[src/rtl/warp_sched_pkg.sv]
package warp_sched_pkg;
  // Default shape of one multiprocessor's issue front end
  localparam int unsigned DEF_NUM_WARPS    = 32;
  localparam int unsigned DEF_WARP_THREADS = 32;
  localparam int unsigned DEF_LANES        = 8;

  // Per-warp bookkeeping bits
  typedef struct packed {
    logic resident;
    logic waiting;
  } warp_flags_t;
endpackage

[src/rtl/warp_state_table.sv]
module warp_state_table
  import warp_sched_pkg::*;
#(
  parameter int unsigned NUM_WARPS = DEF_NUM_WARPS,
  localparam int unsigned WID_W    = $clog2(NUM_WARPS)
) (
  input  logic                 clk,
  input  logic                 rst_n,
  input  logic                 launch_valid,
  input  logic [WID_W-1:0]     launch_wid,
  input  logic                 done_valid,
  input  logic [WID_W-1:0]     done_wid,
  input  logic                 load_valid,
  input  logic [WID_W-1:0]     load_wid,
  input  logic                 resp_valid,
  input  logic [WID_W-1:0]     resp_wid,
  output logic [NUM_WARPS-1:0] waiting_q,
  output logic [NUM_WARPS-1:0] ready_nxt
);

  for (genvar w = 0; w < NUM_WARPS; w++) begin : g_warp
    warp_flags_t flags_q, flags_d;
    logic launch_hit, done_hit, load_hit, resp_hit;

    always_comb begin
      launch_hit = launch_valid && (launch_wid == WID_W'(w));
      done_hit   = done_valid   && (done_wid   == WID_W'(w));
      load_hit   = load_valid   && (load_wid   == WID_W'(w));
      resp_hit   = resp_valid   && (resp_wid   == WID_W'(w));
      flags_d    = flags_q;
      // launch beats done for slot reuse in the same cycle
      if (launch_hit)    flags_d.resident = 1'b1;
      else if (done_hit) flags_d.resident = 1'b0;
      // a new load beats a response arriving in the same cycle
      if (load_hit)                     flags_d.waiting = 1'b1;
      else if (resp_hit || launch_hit)  flags_d.waiting = 1'b0;
    end

    always_ff @(posedge clk or negedge rst_n) begin
      if (!rst_n) begin
        flags_q <= '0;
      end else begin
        flags_q <= flags_d;
      end
    end

    assign waiting_q[w] = flags_q.waiting;
    assign ready_nxt[w] = flags_d.resident & ~flags_d.waiting;
  end

endmodule

[src/rtl/rr_warp_picker.sv]
module rr_warp_picker #(
  parameter int unsigned NUM_WARPS = 32,
  localparam int unsigned WID_W    = $clog2(NUM_WARPS)
) (
  input  logic [NUM_WARPS-1:0] eligible,
  input  logic [WID_W-1:0]     last_wid,
  output logic                 found,
  output logic [WID_W-1:0]     pick_wid
);

  always_comb begin
    found    = 1'b0;
    pick_wid = last_wid;
    // scan from last+1 upward; the last issued warp is tried at the very end
    for (int unsigned i = 1; i <= NUM_WARPS; i++) begin
      int unsigned idx;
      idx = (int'(last_wid) + i) % NUM_WARPS;
      if (!found && eligible[idx]) begin
        found    = 1'b1;
        pick_wid = WID_W'(idx);
      end
    end
  end

endmodule

[src/rtl/issue_slot.sv]
module issue_slot #(
  parameter int unsigned NUM_WARPS = 32,
  parameter int unsigned PASSES    = 4,
  localparam int unsigned WID_W    = $clog2(NUM_WARPS),
  localparam int unsigned PASS_W   = (PASSES > 1) ? $clog2(PASSES) : 1,
  localparam logic [PASS_W-1:0] LAST_PASS = PASS_W'(PASSES - 1)
) (
  input  logic              clk,
  input  logic              rst_n,
  input  logic              found,
  input  logic [WID_W-1:0]  pick_wid,
  output logic              issue_valid,
  output logic [WID_W-1:0]  issue_wid,
  output logic [PASS_W-1:0] issue_pass
);

  logic              boundary;
  logic              wid_en;
  logic              valid_d;
  logic [PASS_W-1:0] pass_d;

  always_comb begin
    boundary = (issue_pass == LAST_PASS);
    wid_en   = boundary && found;
    valid_d  = boundary ? found : issue_valid;
    pass_d   = boundary ? '0 : issue_pass + PASS_W'(1);
  end

  always_ff @(posedge clk or negedge rst_n) begin
    if (!rst_n) begin
      issue_pass  <= LAST_PASS;
      issue_valid <= 1'b0;
    end else begin
      issue_pass  <= pass_d;
      issue_valid <= valid_d;
    end
  end

  // the warp number doubles as the round-robin pointer
  always_ff @(posedge clk or negedge rst_n) begin
    if (!rst_n) begin
      issue_wid <= WID_W'(NUM_WARPS - 1);
    end else if (wid_en) begin
      issue_wid <= pick_wid;
    end
  end

endmodule

[src/rtl/warp_issue_sched.sv]
module warp_issue_sched
  import warp_sched_pkg::*;
#(
  parameter int unsigned NUM_WARPS    = DEF_NUM_WARPS,
  parameter int unsigned WARP_THREADS = DEF_WARP_THREADS,
  parameter int unsigned LANES        = DEF_LANES,
  localparam int unsigned PASSES      = WARP_THREADS / LANES,
  localparam int unsigned WID_W       = $clog2(NUM_WARPS),
  localparam int unsigned PASS_W      = (PASSES > 1) ? $clog2(PASSES) : 1
) (
  input  logic              clk,
  input  logic              rst_n,
  input  logic              launch_valid,
  input  logic [WID_W-1:0]  launch_wid,
  input  logic              done_valid,
  input  logic [WID_W-1:0]  done_wid,
  input  logic              load_valid,
  input  logic [WID_W-1:0]  load_wid,
  input  logic              resp_valid,
  input  logic [WID_W-1:0]  resp_wid,
  output logic              issue_valid,
  output logic [WID_W-1:0]  issue_wid,
  output logic [PASS_W-1:0] issue_pass
);

  logic [NUM_WARPS-1:0] waiting_q;
  logic [NUM_WARPS-1:0] ready_nxt;
  logic                 found;
  logic [WID_W-1:0]     pick_wid;

  warp_state_table #(.NUM_WARPS(NUM_WARPS)) i_table (
    .clk          (clk),
    .rst_n        (rst_n),
    .launch_valid (launch_valid),
    .launch_wid   (launch_wid),
    .done_valid   (done_valid),
    .done_wid     (done_wid),
    .load_valid   (load_valid),
    .load_wid     (load_wid),
    .resp_valid   (resp_valid),
    .resp_wid     (resp_wid),
    .waiting_q    (waiting_q),
    .ready_nxt    (ready_nxt)
  );

  rr_warp_picker #(.NUM_WARPS(NUM_WARPS)) i_pick (
    .eligible (ready_nxt),
    .last_wid (issue_wid),
    .found    (found),
    .pick_wid (pick_wid)
  );

  issue_slot #(.NUM_WARPS(NUM_WARPS), .PASSES(PASSES)) i_slot (
    .clk         (clk),
    .rst_n       (rst_n),
    .found       (found),
    .pick_wid    (pick_wid),
    .issue_valid (issue_valid),
    .issue_wid   (issue_wid),
    .issue_pass  (issue_pass)
  );

endmodule

[config.mk]
export PLATFORM = sky130hd
export DESIGN_NAME = warp_issue_sched
export DESIGN_NICKNAME = d
export VERILOG_FILES = /design/src/rtl/warp_sched_pkg.sv /design/src/rtl/warp_state_table.sv /design/src/rtl/rr_warp_picker.sv /design/src/rtl/issue_slot.sv /design/src/rtl/warp_issue_sched.sv
export SDC_FILE = /design/constraint.sdc
export NUM_CORES = 1
export LEC_CHECK = 0
export BUFFER_PORTS_ARGS = -buffer_cell sky130_fd_sc_hd__buf_2
export CORE_UTILIZATION = 30
export DETAILED_ROUTE_END_ITERATION = 10
export PLACE_DENSITY_LB_ADDON = 0.1
export SLEW_MARGIN = 10
export SYNTH_ARGS = -nofsm -noshare
export SYNTH_HDL_FRONTEND = slang
export SYNTH_SLANG_ARGS = --single-unit
[constraint.sdc]
create_clock -name clk -period 7.8 [get_ports clk]
set_clock_uncertainty 0.15 [all_clocks]
set_input_delay 0.39 -clock clk [delete_from_list [all_inputs] [get_ports clk]]
set_output_delay 0.39 -clock clk [all_outputs]
set_load 0.05 [all_outputs]
======== Yosys cells after proc, flatten, opt, wreduce, memory -nomap -nowiden ========
Index checks and enable logic that the tools add are counted.
word-level totals
  flip-flop bits (word level) ............. 72
  output and inout bits ................... 8
operators by class
  add/sub/neg operators ................... 33
  magnitude comparators ................... 32
  equality and inequality tests ........... 125
  multiplexer cells ....................... 257
  bitwise logic cells ..................... 64
  reductions and logical operators ........ 229
operators with widths
  operator               number
  $eq A5 B5 Y1 const B   64
  $lt A5 B6 Y1 const B   32
  $mux W1                192
  $bmux W1 S5            32
  $eq A5 B4 Y1 const B   32
  $logic_and A1 B1 Y1    160
  $mux W5                32
  $add A5 B5 Y5 const B  16
  $eq A5 B3 Y1 const B   16
  $add A5 B4 Y5 const B  8
  $eq A5 B2 Y1 const B   8
  $and A1 B1 Y1          32
  $logic_or A1 B1 Y1     32
  $not A1 Y1             32
  $reduce_bool A32 Y1    1
  $logic_not A1 Y1       31
  $add A5 B3 Y5 const B  4
  $eq A5 B1 Y1 const B   4
  $logic_not A5 Y1       4
  $add A5 B1 Y5 const B  2
  $add A5 B2 Y5 const B  2
  $add A2 B1 Y2 const B  1
  $eq A2 B2 Y1 const B   1
  $mux W2                1
  $reduce_and A2 Y1      1

======== Depth between registers and ports, before layout ========
Gate-level depths: netlist of run 1.
  depth in word-level cells ............... 105
  gate-level depth with buffers ........... 22

======== Modules after synthesis ========
Synthesis of run 1 repeated with hierarchy kept, for this count alone.
unflattened totals
  cell total of the unflattened synthesis .. 1261
  area, all modules ....................... 10901.7 µm²
modules (own cells, without submodules)
  module            times used  cells an instance  area each (µm²)  sequential area each (µm²)
  rr_warp_picker    1           787                6840.3           0.0
  warp_state_table  1           456                3741.1           1601.5
  issue_slot        1           18                 320.3            209.0

======== Worst setup path after synthesis of run 1 ========
OpenSTA, ideal clock, no wires.
  path type ............................... reg-to-reg
  start point ............................. register i_slot.issue_wid[1]
  end point ............................... register i_slot.issue_wid[1]
  setup time .............................. 0.077 ns
  arrival time ............................ 5.647 ns
  data required time ...................... 7.573 ns
  path slack .............................. 1.926 ns
  cell stages (with the launch flop) ...... 21
  cells stage by stage .................... dfstp_2 -> inv_2 -> clkbuf_1 -> ha_1 -> clkbuf_1 -> clkinv_1 -> clkbuf_1 -> nand2_1 -> o32ai_1 -> a22oi_1 -> a22oi_1 -> a221oi_1 -> nand4_2 -> or3_1 -> buf_6 -> nor3_4 -> o31a_2 -> nor3_2 -> a2111oi_4 -> nand2_1 -> a31oi_1
between the ends
  cells in the longest elaborated chain, start to end .. 99
  elaborated cells between the ends (all ways) .. 225
  classes of those cells .................. add/sub: 32; mux: 128; reduce/logical: 65
ends and longest elaborated chain
  item                                                    RTL line          text
  from (decl)                                             issue_slot.sv:13  output logic [WID_W-1:0] issue_wid,
  from (signal assigned)                                  issue_slot.sv:42  issue_wid <= WID_W'(NUM_WARPS - 1);
  from (signal assigned)                                  issue_slot.sv:44  issue_wid <= pick_wid;
  branches (longest 99 deep; another with $add A5 B1 Y5)  --
Parallel ways; which one is timed is not known. The select of a mux whose other input is x is not followed.
A chain may end at the register's enable or synchronous reset.

======== Final worst setup path of run 1 ========
  start point ............................. register i_slot.issue_wid[1]
  end point ............................... register i_slot.issue_wid[2]
The elaborated chain is that of the path after synthesis.

==> reports/results.txt, run 1 <==
Async set or reset register ratio after synthesis -> 100%
Max Cap Viol -> 0
Antenna-violating nets left -> 0
Slew headroom -> 14.5%
Crit-path max FO -> 22
Met2 Use GR -> 44.8%
Syn_nets -> 1,376
Post-DP HPWL -> 41.7 mm
Final period utilization -> 85.7%
Die area -> 0.0366 sq mm
Worst hold slack -> -0.00346 ns
Via density -> 6.67
Global placement routability congestion -> 0.985
DIE WIDTH -> 191 microns
Most common cell after layout, fill and taps aside -> nand2_1
Worst hold path type -> in -> async
Hold-fix buffers, CTS -> 0
R2R depth -> 16
Library cells used by synthesis -> 98
Clock Path Buffers -> 2
Met3 Usage GRT -> 5.09%
Grt total ovfl -> 0
Critical path class -> reg -> reg
Critical path origin -> i_slot.issue_wid[1]
Total negative setup slack -> 0 ns
Crit start category -> register
Drt total wl -> 52.5 mm
TritonCTS clock tree -> done
CP endpoint kind -> register
EDFF count, synth -> 0
Reg2reg setup slack -> 1.11 ns
Count of TritonRoute iterations in the first routing pass -> 5
Failing checks -> negative hold slack
PostCTS Resize Cnt -> 0
Met1 Use GR -> 38.9%
Clk Latency, worst-skew pair -> 0.37 ns
Net count, final -> 1,381
IO Pins -> 34
Max-slew violations -> 0
Num rows -> 68
Final setup fails -> 0
Yosys Warn Count -> 0
Post-Syn Area -> 0.0107 sq mm
RSZ-0062 raised after global routing -> false
Yosys reg bits -> 72
Via Count -> 12,000
Critical Path End -> i_slot.issue_wid[2]
Main synth FF type -> dfrtp_1
Drt wl/cell -> 29.1 microns
Register area share after synthesis -> 16.8%
Synthesis-to-finish area growth -> 10.2%
Drt drc -> 0
R2r endpoint -> i_slot.issue_wid[2]
Global-route wire length before repair -> 76.3 mm
Final min period -> 6.69 ns
Syn Area/Cell -> 8.04 sq um
Postcts setup bufs -> 0
Largest net degree at the start of global routing -> 86
Initial antenna violation count -> 1
Clk sinks -> 72
Worst EP required -> 7.90 ns
Clock transition at the registers of the reported paths -> 0.07 ns
Final hold vios -> 1
Most used routing layer in global routing -> met2
Critical path data arrival time -> 6.79 ns
Outcome -> finished with violations
Worst-margin pin slew -> 1.28 ns
Most frequent cells in the layout -> 188 x nand2_1, 125 x nor2_1, 97 x o21ai_0
Chip height -> 191 microns
CTS Root Buffer Type -> clkbuf_16
Layout cell share with drive strength beyond 1 -> 18.6%
PortBufs -> 33
H-tree depth -> 3
TritonCTS Buffers -> 9
Worst reg2reg path startpoint -> i_slot.issue_wid[1]
Vias in the first global route -> 11,000
Achievable Freq -> 150 MHz
Starting density of the core -> 30.8%
Post-Synthesis Cells -> 1,337
Initial DRC count -> 1,738
Global Route Usage Sum -> 28.8%
CORE AREA -> 0.0349 sq mm
-- how the worst min path moves through the flow --
stage | cells past startpoint | start | to | slack, ns
3_3_place_gp | 1 | i_slot.issue_pass[0] | i_slot.issue_pass[0] | 0.32
6_report | 1 | rst_n | i_table.g_warp[23].flags_q[1] | -0.003
4_1_cts | 1 | rst_n | i_table.waiting_q[26] | 0.1
5_1_grt | 1 | rst_n | i_table.g_warp[23].flags_q[1] | 0.11
2_1_floorplan | 0 | rst_n | i_slot.issue_valid | -0.06
3_5_place_dp | 1 | i_table.g_warp[20].flags_q[1] | i_table.g_warp[20].flags_q[1] | 0.34
-- layer usage --
metal / part of all wire, % / vias to the layer above
met5: 0 / -
li1: - / 5285
met1: 43 / 5944
met3: 8.3 / 126
met2: 44 / 656
met4: 4.9 / 0
-- worst max-delay path, stage by stage, from the launching register on --
cell and delay (ns):
dfstp_2 0.45, inv_2 0.53, ha_1 0.52, a21boi_0 0.63
xnor2_2 0.26, buf_4 0.35, mux4_2 0.63, nor3b_1 0.17
a31oi_1 0.47, nand4_2 0.44, nor4_1 0.54, o311ai_0 0.32
a221oi_1 0.31, o21ai_0 0.19, a211oi_1 0.38, o21ai_1 0.09
o311ai_0 0.12
-- synth_stat cells (8+ instances only) --
library cell / n / area share [%]
a211oi_1: 10 / 0.70
a21o_1: 15 / 1.0
a21oi_1: 49 / 2.3
a22oi_1: 16 / 1.1
and2_1: 14 / 0.81
and3_1: 8 / 0.47
buf_1: 11 / 0.38
buf_2: 12 / 0.56
clkbuf_1: 56 / 2.0
dfrtp_1: 65 / 15
ha_1: 13 / 1.5
inv_1: 17 / 0.59
mux2i_1: 12 / 1.1
mux4_2: 66 / 14
nand2_1: 188 / 6.6
nand2b_1: 18 / 1.0
nand3_1: 39 / 1.8
nand4_1: 9 / 0.52
nand4b_1: 14 / 1.1
nand4bb_1: 9 / 0.94
nor2_1: 125 / 4.4
nor3_1: 39 / 1.8
nor4_1: 10 / 0.58
o211ai_1: 15 / 1.0
o21a_1: 27 / 1.9
o21ai_0: 97 / 4.5
o22ai_1: 35 / 2.0
o32a_1: 23 / 2.1
o32ai_1: 67 / 5.5
or2_1: 8 / 0.47
or2_2: 35 / 2.0
xnor2_1: 26 / 2.1
xor2_1: 12 / 0.98
-- logic make-up after synthesis --
kind of cell    share of synthesized area, %
mux                                     16.2
simple gates                            27.3
buf+inv                                 3.95
flops                                   16.8
compound gates                          31.1
xor+xnor                                3.10
fa+ha+maj                               1.51
-- final cells by class --
class / instances / area [sq um]
Antenna cell: 1 / 2.50
Clock buffer: 11 / 243
Clock inverter: 4 / 77.6
Fill cell: 3689 / 23000
Inverter: 22 / 82.6
Multi-Input combinational cell: 1161 / 8560
Sequential cell: 72 / 1810
Tap cell: 455 / 569
Timing Repair Buffer: 76 / 490
-- through the flow --
| step | setup slack (ns) | cells | util (%) | hold WS [ns] | instance area (sq um) |
|---|---|---|---|---|---|
| floorplan | 1.93 | 1337 | - | -0.0556 | 10700 |
| global placement | 1.05 | 1786 | 33.0 | 0.324 | 11500 |
| detailed placement | 1.23 | 1786 | 33.0 | 0.340 | 11500 |
| CTS | 1.20 | 1801 | 33.9 | 0.0988 | 11800 |
| global route | 0.618 | 1801 | 33.9 | 0.111 | 11800 |
| finish | 1.11 | 1802 | 33.9 | -0.00346 | 11800 |
-- registers in the layout (all words and copies together) (netlist names) --
register and flops:
i_table.g_warp.flags_q 32, i_table.waiting_q 32, i_slot.issue_wid 5, i_slot.issue_pass 2
i_slot.issue_valid 1
Power of run 1 is not shown: default switching activity piles up to over one toggle a cycle in this logic, so the estimate is an artifact.
==> run 2: changes to the inputs <==
- BUFFER_PORTS_ARGS: -buffer_cell sky130_fd_sc_hd__buf_2 -> -buffer_cell sky130_fd_sc_hd__buf_4
==> reports/results.txt, run 2 (same netlist as run 1, synthesis figures left out) <==
Outcome -> completed (was finished with violations)
Worst EP required -> 7.95 ns (was 7.90 ns)
CP max stage cell -> dfstp_2 (was a21boi_0)
CTS Root Buffer Type -> clkbuf_16 (unchanged)
Clock Path Buffers -> 2 (unchanged)
Worst hold slack -> 0.342 ns (was -0.00346 ns)
TritonCTS clock tree -> done (unchanged)
Hold-fix buffers, CTS -> 1 (was 0)
Worst-margin pin slew -> 1.24 ns (was 1.28 ns)
Via Count -> 12,100 (was 12,000)
Fillcell total -> 3,737 (was 3,689)
Drt drc -> 0 (unchanged)
Cell mode on critical path -> nand3_1 (was o311ai_0)
Crit start category -> register (unchanged)
PortBufs -> 33 (unchanged)
Global placement routability congestion -> 1.02 (was 0.985)
Chip height -> 191 microns (unchanged)
RSZ-0062 raised after global routing -> false (unchanged)
Slew headroom -> 15.1% (was 14.5%)
Critical path data arrival time -> 6.88 ns (was 6.79 ns)
Final setup fails -> 0 (unchanged)
Initial DRC count -> 1,490 (was 1,738)
CORE AREA -> 0.0349 sq mm (unchanged)
Worst path max stage delay -> 0.77 ns (was 0.63 ns)
Crit-path leading delay family -> compound AO/OA/AOI/OAI gates (unchanged)
Synthesis-to-finish area growth -> 10.9% (was 10.2%)
Global-route wire length before repair -> 79.6 mm (was 76.3 mm)
Final hold vios -> 0 (was 1)
Postcts setup bufs -> 0 (unchanged)
Most common cell after layout, fill and taps aside -> nand2_1 (unchanged)
Critical path class -> reg -> reg (unchanged)
Grt total ovfl -> 0 (unchanged)
Crit-path max FO -> 15 (was 22)
Largest net degree at the start of global routing -> 57 (was 86)
IO Pins -> 34 (unchanged)
Via density -> 6.68 (was 6.67)
TritonCTS Buffers -> 9 (unchanged)
Vias in the first global route -> 11,400 (was 11,000)
Count of TritonRoute iterations in the first routing pass -> 7 (was 5)
Starting density of the core -> 30.8% (unchanged)
Num rows -> 68 (unchanged)
H-tree depth -> 3 (unchanged)
Die area -> 0.0366 sq mm (unchanged)
Drt total wl -> 54.5 mm (was 52.5 mm)
Layout cell share with drive strength beyond 1 -> 18.8% (was 18.6%)
Net count, final -> 1,385 (was 1,381)
Max Cap Viol -> 0 (unchanged)
Multi-input logic area -> 0.00855 sq mm (was 0.00856 sq mm)
Register area -> 0.00181 sq mm (unchanged)
Clk Latency, worst-skew pair -> 0.38 ns (was 0.37 ns)
Drt wl/cell -> 30.2 microns (was 29.1 microns)
Max-slew violations -> 0 (unchanged)
Most frequent cells in the layout -> 188 x nand2_1, 125 x nor2_1, 97 x o21ai_0 (unchanged)
PostCTS Resize Cnt -> 0 (unchanged)
Post-DP HPWL -> 43.2 mm (was 41.7 mm)
DIE WIDTH -> 191 microns (unchanged)
Global Route Usage Sum -> 30.2% (was 28.8%)
Final period utilization -> 86.3% (was 85.7%)
CP Cell Sequence -> inv_1 > ha_1 > a21boi_0 > xnor2_1 > buf_4 > nor3_1 > o311ai_0 > o21ai_0 > a311oi_1 > nand3_1 > nor2_1 > nand3_1 > a21oi_1 > nor3_2 > a2111oi_4 > nand2_1 > a31oi_1 (was inv_2 > ha_1 > a21boi_0 > xnor2_2 > buf_4 > mux4_2 > nor3b_1 > a31oi_1 > nand4_2 > nor4_1 > o311ai_0 > a221oi_1 > o21ai_0 > a211oi_1 > o21ai_1 > o311ai_0)
Initial antenna violation count -> 2 (was 1)
Clock transition at the registers of the reported paths -> 0.08 ns (was 0.07 ns)
Final min period -> 6.73 ns (was 6.69 ns)
Total negative setup slack -> 0 ns (unchanged)
CP endpoint kind -> register (unchanged)
Clk sinks -> 72 (unchanged)
Antenna-violating nets left -> 0 (unchanged)
CP Buf/Inv Count -> 2 (unchanged)
Worst hold path type -> in -> async (unchanged)
Achievable Freq -> 149 MHz (was 150 MHz)
## run 2: cell types whose count changed in the layout (fill, tap and decap cells not counted)
cell	change
xnor2_2	-1
clkbuf_8	-1
clkinv_2	+1
buf_2	-32
clkinvlp_4	+2
buf_4	+35
dlygate4sd3_1	+1
xnor2_1	+1
bufinv_16	-1
## run 2: area by class of cell
class	instances	share of cell area (%)
sequential	72	15.2
clock buffer	10	1.92
tap	455	4.77
clock inverter	6	0.567
timing repair buffer	80	5.06
inverter	22	0.693
antenna	1	0.0210
multi-input combinational	1161	71.7
## run 2: per-stage QoR
stage | instance area (sq um) | util (%) | setup slack, ns | std cells
floorplan | 10700 | - | 1.93 | 1337
global placement | 11600 | 33.3 | 1.32 | 1789
detailed placement | 11600 | 33.3 | 1.31 | 1789
CTS | 11900 | 34.2 | 1.24 | 1806
global route | 11900 | 34.2 | 0.859 | 1806
finish | 11900 | 34.2 | 1.07 | 1807
## run 2: path summary, 6_finish.rpt
| check | start | to | slack, ns | cells after the start |
|---|---|---|---|---|
| worst max-delay path | i_slot.issue_wid[2] | i_slot.issue_wid[1] | 1.07 | 17 |
| worst min register to register | i_table.g_warp[16].flags_q[1] | i_table.g_warp[16].flags_q[1] | 0.35 | 1 |
| worst max register to register | i_slot.issue_wid[2] | i_slot.issue_wid[1] | 1.07 | 17 |
| max in group asynchronous | rst_n | i_table.waiting_q[28] | 6.04 | 3 |
| min in group clk | i_table.g_warp[16].flags_q[1] | i_table.g_warp[16].flags_q[1] | 0.35 | 1 |
| worst min-delay path | rst_n | i_table.g_warp[4].flags_q[1] | 0.34 | 2 |
## run 2: worst register-to-register path: stages, from the launching register on
cell	delay, ns
dfstp_2	0.77
inv_1	0.36
ha_1	0.30
a21boi_0	0.43
xnor2_1	0.18
buf_4	0.31
nor3_1	0.09
o311ai_0	0.66
o21ai_0	0.27
a311oi_1	0.65
nand3_1	0.39
nor2_1	0.53
nand3_1	0.32
a21oi_1	0.49
nor3_2	0.13
a2111oi_4	0.37
nand2_1	0.08
a31oi_1	0.18
## run 2: routing by layer
metal / share of wire [%] / track usage, % / vias to the layer above
met5: 0 / 0 / -
met4: 3.3 / 9.92 / 0
met3: 8.5 / 5.73 / 102
met2: 44 / 45.7 / 609
met1: 45 / 42.7 / 6075
li1: - / - / 5292
Power of run 2 is left out for the same reason.
==> run 3: changes to the inputs <==
- ABC_AREA: not set -> 1
- GPL_TIMING_DRIVEN: not set -> 0
- PLACE_DENSITY_LB_ADDON: 0.1 -> not set
==> reports/results.txt, run 3 <==
Hold-fix buffers, CTS -> 0 (was 1)
Final min period -> 6.95 ns (was 6.73 ns)
Global placement routability congestion -> 1.03 (was 1.02)
Count of TritonRoute iterations in the first routing pass -> 6 (was 7)
Final period utilization -> 89.1% (was 86.3%)
H-tree depth -> 3 (unchanged)
Antenna cells -> 0 (was 1)
Register area share after synthesis -> 21.6% (was 16.8%)
TritonCTS clock tree -> done (unchanged)
Final setup fails -> 0 (unchanged)
Worst-margin pin slew -> 1.22 ns (was 1.24 ns)
Die area -> 0.0286 sq mm (was 0.0366 sq mm)
Crit start category -> register (unchanged)
EDFF count, synth -> 0 (unchanged)
Clk Latency, worst-skew pair -> 0.35 ns (was 0.38 ns)
Crit-path leading delay family -> simple AND/OR/NAND/NOR gates (was compound AO/OA/AOI/OAI gates)
IO Pins -> 34 (unchanged)
Achievable Freq -> 144 MHz (was 149 MHz)
Async set or reset register ratio after synthesis -> 100% (unchanged)
Synthesis-to-finish area growth -> 12.4% (was 10.9%)
Main synth FF type -> dfrtp_1 (unchanged)
Most frequent cell after synthesis -> nand2_1 (unchanged)
Library cells used by synthesis -> 41 (was 98)
PortBufs -> 33 (unchanged)
Synth top area share -> 22.6% (was 15.1%)
Met2 Use GR -> 42.0% (was 45.7%)
Via Count -> 10,400 (was 12,100)
Max-slew violations -> 0 (unchanged)
CP endpoint kind -> register (unchanged)
Most common cell after layout, fill and taps aside -> nand2_1 (unchanged)
Leading cell types by total area after synthesis -> nand2_1 23%, dfrtp_1 19%, nand3_1 19% (was dfrtp_1 15%, mux4_2 14%, nand2_1 6.6%)
Final core utilization -> 34.7% (was 34.2%)
Non-Filler Instances -> 1,903 (was 1,807)
CP max stage cell -> xor2_1 (was dfstp_2)
Net count, final -> 1,565 (was 1,385)
Global-route wire length before repair -> 56.6 mm (was 79.6 mm)
Chip height -> 169 microns (was 191 microns)
Post-DP HPWL -> 30.2 mm (was 43.2 mm)
Max Cap Viol -> 0 (unchanged)
Met1 Use GR -> 35.5% (was 42.7%)
Clock transition at the registers of the reported paths -> 0.06 ns (was 0.08 ns)
PostCTS Resize Cnt -> 0 (unchanged)
Num rows -> 60 (was 68)
Post-route cell area -> 0.00944 sq mm (was 0.0119 sq mm)
Largest net degree at the start of global routing -> 73 (was 57)
Syn Area/Cell -> 5.66 sq um (was 8.04 sq um)
Outcome -> completed (unchanged)
Drt wl/cell -> 19.5 microns (was 30.2 microns)
Worst path max stage delay -> 0.94 ns (was 0.77 ns)
CP Buf/Inv Count -> 5 (was 2)
Drt drc -> 0 (unchanged)
Cell mode on critical path -> nand2_1 (was nand3_1)
Initial antenna violation count -> 0 (was 2)
Syn_nets -> 1,521 (was 1,376)
Global Route Usage Sum -> 26.3% (was 30.2%)
Yosys Warn Count -> 0 (unchanged)
Critical path class -> reg -> reg (unchanged)
Initial DRC count -> 1,134 (was 1,490)
Worst EP required -> 7.93 ns (was 7.95 ns)
Critical path data arrival time -> 7.08 ns (was 6.88 ns)
RSZ-0062 raised after global routing -> false (unchanged)
Layout cell share with drive strength beyond 1 -> 7.90% (was 18.8%)
Starting density of the core -> 30.9% (was 30.8%)
Post-Synthesis Cells -> 1,482 (was 1,337)
Via density -> 5.49 (was 6.68)
Reg2reg setup slack -> 0.85 ns (was 1.07 ns)
Postcts setup bufs -> 0 (unchanged)
Placed Cells incl. Taps -> 1,887 (was 1,789)
Post-Syn Area -> 0.00839 sq mm (was 0.0107 sq mm)
Drt total wl -> 37.1 mm (was 54.5 mm)
Most used routing layer in global routing -> met2 (unchanged)
Worst reg2reg path startpoint -> i_slot.issue_wid[1] (was i_slot.issue_wid[2])
Placed inst area -> 0.00911 sq mm (was 0.0116 sq mm)
Total negative setup slack -> 0 ns (unchanged)
Top post-synthesis cells by count -> 505 x nand2_1, 314 x nand3_1, 146 x inv_1 (was 188 x nand2_1, 125 x nor2_1, 97 x o21ai_0)
Yosys reg bits -> 72 (unchanged)
CTS Root Buffer Type -> clkbuf_16 (unchanged)
Met3 Usage GRT -> 3.73% (was 5.73%)
Clock Path Buffers -> 2 (unchanged)
Vias in the first global route -> 9,668 (was 11,400)
Clk sinks -> 72 (unchanged)
Leading area contributor after synthesis -> nand2_1 (was dfrtp_1)
Final hold vios -> 0 (unchanged)
Worst hold path type -> in -> async (unchanged)
Slew headroom -> 18.1% (was 15.1%)
Crit-path max FO -> 13 (was 15)
CORE AREA -> 0.0272 sq mm (was 0.0349 sq mm)
Most frequent cells in the layout -> 505 x nand2_1, 314 x nand3_1, 146 x inv_1 (was 188 x nand2_1, 125 x nor2_1, 97 x o21ai_0)
Antenna-violating nets left -> 0 (unchanged)
Critical path origin -> i_slot.issue_wid[1] (was i_slot.issue_wid[2])
DIE WIDTH -> 169 microns (was 191 microns)
TritonCTS Buffers -> 9 (unchanged)
Grt total ovfl -> 0 (unchanged)
[run 3: changes by cell type after synthesis, moves of 42 or more]
cell,delta
nand4_1,+59
mux4_2,-66
nand2_1,+317
o32ai_1,-66
nand3_1,+275
inv_1,+129
o21ai_0,-42
[run 3: kinds of logic (layout without fill, tap and decap cells)]
| family | count (synthesis) | in the layout | share of synthesized area (%) |
|---|---|---|---|
| AND/OR/NAND/NOR | 1039 | 1039 | 56.1 |
| buffers and inverters | 202 | 251 | 9.27 |
| AO/OA/AOI/OAI | 140 | 140 | 9.42 |
| flip-flops | 72 | 72 | 21.6 |
| XOR/XNOR | 16 | 16 | 1.67 |
| adder cells (fa/ha/maj) | 13 | 13 | 1.94 |
[run 3: worst paths after layout]
path | endpoint | cells past startpoint
min in group clk | i_table.waiting_q[11] | 3
max reg2reg | i_slot.issue_wid[3] | 38
min reg2reg | i_table.g_warp[8].flags_q[1] | 2
max | i_slot.issue_wid[3] | 38
max in group asynchronous | i_table.waiting_q[11] | 1
min | i_table.g_warp[4].flags_q[1] | 1
[run 3: final cells by class]
cell class	count	area, sq um
Timing Repair Buffer	33	248
Tap cell	372	465
Clock buffer	10	239
Sequential cell	72	1810
Fill cell	3103	17700
Multi-Input combinational cell	1208	5800
Clock inverter	6	90.1
Buffer	41	174
Inverter	161	604
[run 3: metal layers]
metal	wire length (microns)	part of all wire, %	up-vias
met5	0	0	-
met4	1550	4.2	0
met3	2930	7.9	83
met2	16400	44	472
met1	16200	44	4866
li1	-	-	5027
[run 3: worst register-to-register path: cells and delay by family (launching register included)]
| kind | cells | cell delay, ns |
|---|---|---|
| simple gates | 29 | 3.19 |
| buf+inv | 5 | 1.31 |
| xor+xnor | 1 | 0.94 |
| flops | 1 | 0.61 |
| fa+ha+maj | 1 | 0.37 |
| compound gates | 2 | 0.30 |
[run 3: stage by stage]
stage | hold slack (ns) | worst slack (ns)
finish | 0.0187 | 0.850
global route | 0.0882 | 0.406
CTS | 0.0687 | 0.919
detailed placement | 0.316 | 0.948
global placement | 0.306 | 0.938
floorplan | -0.0556 | 2.45
Power of run 3 is left out for the same reason.
